### src/rtl/frs_pkg.sv
package frs_pkg;
  localparam int unsigned SPC_W     = 4;
  localparam int unsigned SPC_RESET = 4;
endpackage

### src/rtl/frs_cfg_reg.sv
module frs_cfg_reg #(
  parameter int unsigned W     = 4,
  parameter int unsigned RST_V = 4
) (
  input  logic         clk_i,
  input  logic         rst_ni,
  input  logic         we_i,
  input  logic [W-1:0] wdata_i,
  output logic [W-1:0] spacing_o
);
  always_ff @(posedge clk_i or negedge rst_ni) begin
    if (!rst_ni)   spacing_o <= W'(RST_V);
    else if (we_i) spacing_o <= wdata_i;
  end
endmodule

### src/rtl/frs_pkt_counter.sv
module frs_pkt_counter #(
  parameter int unsigned W = 4
) (
  input  logic         clk_i,
  input  logic         rst_ni,
  input  logic         clr_i,
  input  logic         inc_i,
  output logic [W-1:0] cnt_o
);
  localparam logic [W-1:0] MAX = {W{1'b1}};

  always_ff @(posedge clk_i or negedge rst_ni) begin
    if (!rst_ni)                  cnt_o <= MAX;
    else if (clr_i)               cnt_o <= inc_i ? W'(1) : '0; // packet after the NOP
    else if (inc_i && cnt_o != MAX) cnt_o <= cnt_o + W'(1);
  end
endmodule

### src/rtl/frs_req_ctrl.sv
module frs_req_ctrl #(
  parameter int unsigned W = 4
) (
  input  logic         clk_i,
  input  logic         rst_ni,
  input  logic         credit_i,
  input  logic         busy_i,
  input  logic         ack_i,
  input  logic [W-1:0] cnt_i,
  input  logic [W-1:0] spacing_i,
  output logic         req_o
);
  logic eligible;
  logic hold_q;

  assign eligible = credit_i && (!busy_i || (cnt_i >= spacing_i));
  assign req_o    = hold_q || eligible;

  always_ff @(posedge clk_i or negedge rst_ni) begin
    if (!rst_ni) hold_q <= 1'b0;
    else         hold_q <= req_o && !ack_i;
  end
endmodule

### src/rtl/frs_release_sched.sv
module frs_release_sched #(
  parameter int unsigned SPACE_W   = frs_pkg::SPC_W,
  parameter int unsigned SPACE_RST = frs_pkg::SPC_RESET
) (
  input  logic               clk_i,
  input  logic               rst_ni,
  input  logic               cfg_we_i,
  input  logic [SPACE_W-1:0] cfg_spacing_i,
  input  logic               credit_pend_i,
  input  logic               link_busy_i,
  input  logic               pkt_sent_i,
  input  logic               nop_ack_i,
  output logic               nop_req_o
);
  logic [SPACE_W-1:0] spacing_q;
  logic [SPACE_W-1:0] cnt_q;

  frs_cfg_reg #(.W(SPACE_W), .RST_V(SPACE_RST)) u_cfg (
    .clk_i     (clk_i),
    .rst_ni    (rst_ni),
    .we_i      (cfg_we_i),
    .wdata_i   (cfg_spacing_i),
    .spacing_o (spacing_q)
  );

  frs_pkt_counter #(.W(SPACE_W)) u_cnt (
    .clk_i  (clk_i),
    .rst_ni (rst_ni),
    .clr_i  (nop_ack_i),
    .inc_i  (pkt_sent_i),
    .cnt_o  (cnt_q)
  );

  frs_req_ctrl #(.W(SPACE_W)) u_req (
    .clk_i     (clk_i),
    .rst_ni    (rst_ni),
    .credit_i  (credit_pend_i),
    .busy_i    (link_busy_i),
    .ack_i     (nop_ack_i),
    .cnt_i     (cnt_q),
    .spacing_i (spacing_q),
    .req_o     (nop_req_o)
  );
endmodule

### config.mk
export PLATFORM = sky130hd
export DESIGN_NAME = frs_release_sched
export DESIGN_NICKNAME = d
export VERILOG_FILES = /design/src/rtl/frs_pkg.sv /design/src/rtl/frs_cfg_reg.sv /design/src/rtl/frs_pkt_counter.sv /design/src/rtl/frs_req_ctrl.sv /design/src/rtl/frs_release_sched.sv
export SDC_FILE = /design/constraint.sdc
export NUM_CORES = 1
export LEC_CHECK = 0
export BUFFER_PORTS_ARGS = -buffer_cell sky130_fd_sc_hd__buf_2
export CORE_AREA = 2 2 39 41
export DETAILED_ROUTE_END_ITERATION = 12
export DIE_AREA = 0 0 41 43
export PLACE_DENSITY_LB_ADDON = 0.3
export SLEW_MARGIN = 20
export SYNTH_ARGS = -nofsm -noshare
export SYNTH_HDL_FRONTEND = slang
export SYNTH_SLANG_ARGS = --single-unit
### constraint.sdc
create_clock -name clk_i -period 1.9 [get_ports clk_i]
set_clock_uncertainty 0.05 [all_clocks]
set_input_delay 0.38 -clock clk_i [delete_from_list [all_inputs] [get_ports clk_i]]
set_output_delay 0.38 -clock clk_i [all_outputs]
set_load 0.01 [all_outputs]
### Yosys cells after proc, flatten, opt, wreduce, memory -nomap -nowiden

Cells that the tools add are included.

| word-level totals | value |
|---|---|
| register bits after elaboration | 9 |
| latch bits | 0 |
| RAM bits | 0 |
| bits in read-only memories | 0 |
| input port bits | 11 |
| output and inout port bits | 1 |
| word-level logic and storage cells | 17 |
| memories | 0 |

| cells by class | value |
|---|---|
| add/sub/neg operators | 1 |
| multipliers | 0 |
| div/mod/pow operators | 0 |
| $lt $le $gt $ge | 1 |
| eq/ne operators | 1 |
| shift operators | 0 |
| muxes and demuxes | 3 |
| bitwise logic cells | 0 |
| reductions and logical operators | 8 |

Operators by type and width:

| cell | number |
|---|---|
| $mux 4 | 2 |
| $add 4x1->4 const B | 1 |
| $ge 4x4->1 | 1 |
| $ne 4x4->1 const B | 1 |
| $logic_and 1x1->1 | 3 |
| $logic_not 1->1 | 2 |
| $logic_or 1x1->1 | 2 |
| $reduce_bool 2->1 | 1 |
| $mux 1 | 1 |

### Depth between registers and ports, before layout

| depth | value |
|---|---|
| depth in word-level cells | 5 |
| mapped depth | 5 |
| gate-level depth less buffers | 5 |

### Modules after synthesis

Synthesis repeated with hierarchy kept, for this count alone.

| second synthesis, totals | value |
|---|---|
| cells, all modules | 46 |
| area total of the unflattened synthesis | 510.5 um^2 |

By module, submodules not included:

| module | instances | cells each | area each (um^2) |
|---|---|---|---|
| frs_pkt_counter | 1 | 22 | 221.5 |
| frs_cfg_reg | 1 | 8 | 146.4 |
| frs_req_ctrl | 1 | 16 | 142.6 |

### Least setup slack after synthesis

Ideal clock, no wire load.

| timing path | value |
|---|---|
| path type | register -> output |
| from | register u_cnt.cnt_o[0] |
| to | output port nop_req_o |
| arrival time | 1.418 ns |
| setup slack | 0.052 ns |
| cell stages (with the launch flop) | 6 |
| cell sequence | dfstp_2 inv_1 ha_1 or3b_1 o2111ai_1 a21oi_1 |

| between the ends | value |
|---|---|
| longest elaborated chain between the ends | 4 |

RTL lines:

| what | RTL line | RTL |
|---|---|---|
| from (decl) | frs_pkt_counter.sv:8 | `output logic [W-1:0] cnt_o` |
| from (signal assigned) | frs_pkt_counter.sv:14 | `else if (clr_i) cnt_o <= inc_i ? W'(1) : '0;` |
| from (signal assigned) | frs_pkt_counter.sv:15 | `else if (inc_i && cnt_o != MAX) cnt_o <= cnt_o + W'(1);` |
| $ge 4x4->1 | frs_req_ctrl.sv:16 | `assign eligible = credit_i && (!busy_i \|\| (cnt_i >= spacing_i));` |
| $logic_or 1x1->1 | frs_req_ctrl.sv:16 |  |
| $logic_and 1x1->1 | frs_req_ctrl.sv:16 |  |
| $logic_or 1x1->1 | frs_req_ctrl.sv:17 | `assign req_o = hold_q \|\| eligible;` |
| to (decl) | frs_release_sched.sv:13 | `output logic nop_req_o` |

Every way passes these cells.

### Worst setup path in the final report

Same ends and word-level chain as after synthesis.

==> run metrics <==
cell area after synthesis=around 490 µm²; data required time at the worst endpoint=1470 ps; max frequency=470.5 MHz; RSZ-0062 raised after global routing=yes; largest family of logic cells by synthesized area=compound AO/OA/AOI/OAI gates; crit-path max FO=2; R2R cell count=5; Final ANT Viol Nets=0; multiplexer share of the synthesized area=around 2.3%; min setup slack post-route=-225.5 ps; post-synthesis cell type count=23; M2 GR Usage=26.56%; Inserted Diodes=0; via count=between 400 and 500; Max-slew headroom=just under 80%; clock latency on the worst-skew pair=between 200 and 300 ps; Worst Path Class, Setup=reg -> out; hold slack=265.7 ps; number of global-route vias before repair=471; failing checks=negative setup slack; Starting Density=between 30% and 40%; Setup Viol. Count Final=1; Synth Area in XOR/XNOR=0%; hold path depth=2; DP Worst Slack=-48.82 ps; drt total wl=between 1000 and 1500 µm; sequential area share after synthesis=about 47%; class of the worst hold path=in -> reg; Synth Area in Compound Gates=roughly 17%; Filler Cell Count=approximately 140; top cell type's share of synthesized area=a little over a quarter; DR pass1 iterations=4; Rows=14; Clk pin slew, worst setup/hold paths=60 ps; met1 usage=around 16%; Async SR Flop Fraction=between 90% and 100%; gpl congestion=between 0.6 and 0.7; CP Capture Type=output port; number of synthesized flops with an enable pin=0; top-count cell post-synth=inv_1; reg-to-reg slack, setup=between 300 and 400 ps; share of cells above drive strength 1=a little under half; register bit total from synthesis=9; initial antenna violation count=0; global-route wire length before repair=~1800 µm; die area=around 0.0018 mm²; grt ovf=0; largest net degree at the start of global routing=10; outcome=complete, but fails checks; Final Max Slew Viols=0; reg2reg start=u_cfg.spacing_o[2]$_DFFE_PN1P_; crit path DAT=1700 ps; GR Util All Layers=between 10% and 20%; CTS tree=built; WHS Endpoint=u_cnt.cnt_o[3]$_DFFE_PN1P_; Least-Margin Pin Slew=around 310 ps; gr busiest metal=met2; Max VDD drop=approximately 0.35 mV; die height=~43 µm; Post-Synth Adder-Cell Area=about 13%; yosys warns=0; Syn Inst Count=48; initial drt markers=14; Synth Flop Type=dfstp_2; r2r endpoint=u_req.hold_q$_DFF_PN0_; Layout area overhead=39.75%; syn_area_per_cell=roughly 10 µm²; Max Buffers Root-to-Sink=2; min-delay src=nop_ack_i; CTS H-tree depth=1; vias per cell=approximately 5.2; area leader, netlist=dfstp_2; clock sinks=9; Power Density=703.4 mW/mm²; clock root buffer=clkbuf_4; Mapped Nets=64; synth top area cells=dfstp_2 27%, dfrtp_1 20%, ha_1 13%; area of the core=0.001384 mm²; DR DRC count=0; hpwl dp=approximately 730 µm; io pins=12; met3 Use GR=under 10%; Simple-Gate Fraction of Synth Area=between 10% and 20%; Num CTS Buffers=3; number of port buffers=11; startpoint types=flip-flop; LEAKAGE=0.3243 nW; DIE WIDTH=just over 40 µm; Tcrit/Tclk final=111.9%; fin nets=87; fin crit period=around 2100 ps; wire per inst=between 10 and 15 µm; max_cap viols=0; commonest cells in the netlist=6 x inv_1, 5 x dfstp_2, 5 x ha_1, 5 x nand2_1; Final Hold Fails=0
## cells in the final DEF (no fill, tap or decap), drive strengths merged
| cell type | n |
|---|---|
| clkbuf | 4 |
| buf | 17 |
| dfrtp | 4 |
| and3 | 1 |
| dfstp | 5 |
| mux2 | 1 |
| o21ai | 4 |
| inv | 6 |
| o211ai | 1 |
| a211o | 1 |
| nand3 | 1 |
| or3b | 1 |
| nor3 | 1 |
| nand4 | 1 |
| a2111oi | 1 |
| o2111ai | 1 |
| a31o | 1 |
| and4b | 1 |
| dlygate4sd3 | 1 |
| ha | 5 |
| or2 | 1 |
| and4 | 1 |
| a21oi | 3 |
| nor2 | 1 |
| nand2 | 5 |
| a211oi | 1 |
## layout make-up
type / instances / area (µm²) / area share [%]
multi-input cells: 33 / 280.3 / 40.58
repair buffers: 18 / 110.1 / 15.94
inverters: 6 / 22.52 / 3.261
flip-flops and latches: 9 / 231.5 / 33.51
clock buffers: 4 / 26.28 / 3.804
well taps: 16 / 20.02 / 2.899
## where the power goes
group / switching [mW] / total [mW] / internal (mW)
combinational: 0.0519 / 0.109 / 0.0574
sequential: 0.0118 / 0.226 / 0.214
clock: 0.0699 / 0.151 / 0.0811
total: 0.134 / 0.486 / 0.352
## routing by layer
| layer | part of all wire (%) | up-vias |
|---|---|---|
| met5 | 0 | - |
| met4 | 1.4 | 0 |
| met3 | 4.4 | 2 |
| met2 | 52 | 7 |
| met1 | 42 | 219 |
| li1 | - | 222 |
## state kept, by name, summed over array words and instances, names as in the netlist
signal and flops:
u_cfg.spacing_o 4, u_cnt.cnt_o 4, u_req.hold_q 1
## per-stage QoR
| step | instances | area [µm²] | total power [mW] | TNS [ps] | util [%] |
|---|---|---|---|---|---|
| after floorplan | 48 | 494.2 | 0.2673 | 0 | - |
| after global placement | 79 | 599.3 | 0.3074 | -45.35 | 43.31 |
| after detailed placement | 79 | 599.3 | 0.3090 | -48.82 | 43.31 |
| after CTS | 85 | 666.9 | 0.4777 | -264.5 | 48.19 |
| after global routing | 86 | 690.7 | 0.5188 | -305.9 | 49.91 |
| final | 86 | 690.7 | 0.4858 | -225.5 | 49.91 |
## critical path, stage by stage, from the launching register on
cell       delay [ps]
dfstp_2           530
inv_2              50
ha_4              200
or3b_1            360
o2111ai_2          90
a21oi_2            70
buf_2             140
## cell families (layout without fill, tap and decap cells)
logic type / Yosys count / count (layout)
AO/OA/AOI/OAI: 13 / 13
adder cells (fa/ha/maj): 5 / 5
buffers and inverters: 6 / 28
flip-flops: 9 / 9
multiplexers: 1 / 1
AND/OR/NAND/NOR: 14 / 14
## worst max path at each step
stage	slack (ps)	from	cells after the start	end
after floorplan	50	u_cnt.cnt_o[0]$_DFFE_PN1P_	5	nop_req_o
after detailed placement	-50	u_cnt.cnt_o[0]$_DFFE_PN1P_	6	nop_req_o
after global routing	-310	u_cnt.cnt_o[0]$_DFFE_PN1P_	6	nop_req_o
after CTS	-260	u_cnt.cnt_o[0]$_DFFE_PN1P_	6	nop_req_o
final	-230	u_cnt.cnt_o[0]$_DFFE_PN1P_	6	nop_req_o
after global placement	-50	u_cnt.cnt_o[0]$_DFFE_PN1P_	6	nop_req_o
## what timing repair did
action | 4_1_cts | 5_1_grt
hold endpoints to repair | 4 | 0
setup endpoints to repair | 1 | 1
pin swaps | 3 | 2
setup buffers | 1 | 1
hold buffers | 1 | 0
resized for setup | 4 | 2
No activity file was read; power rests on OpenSTA's default activity.
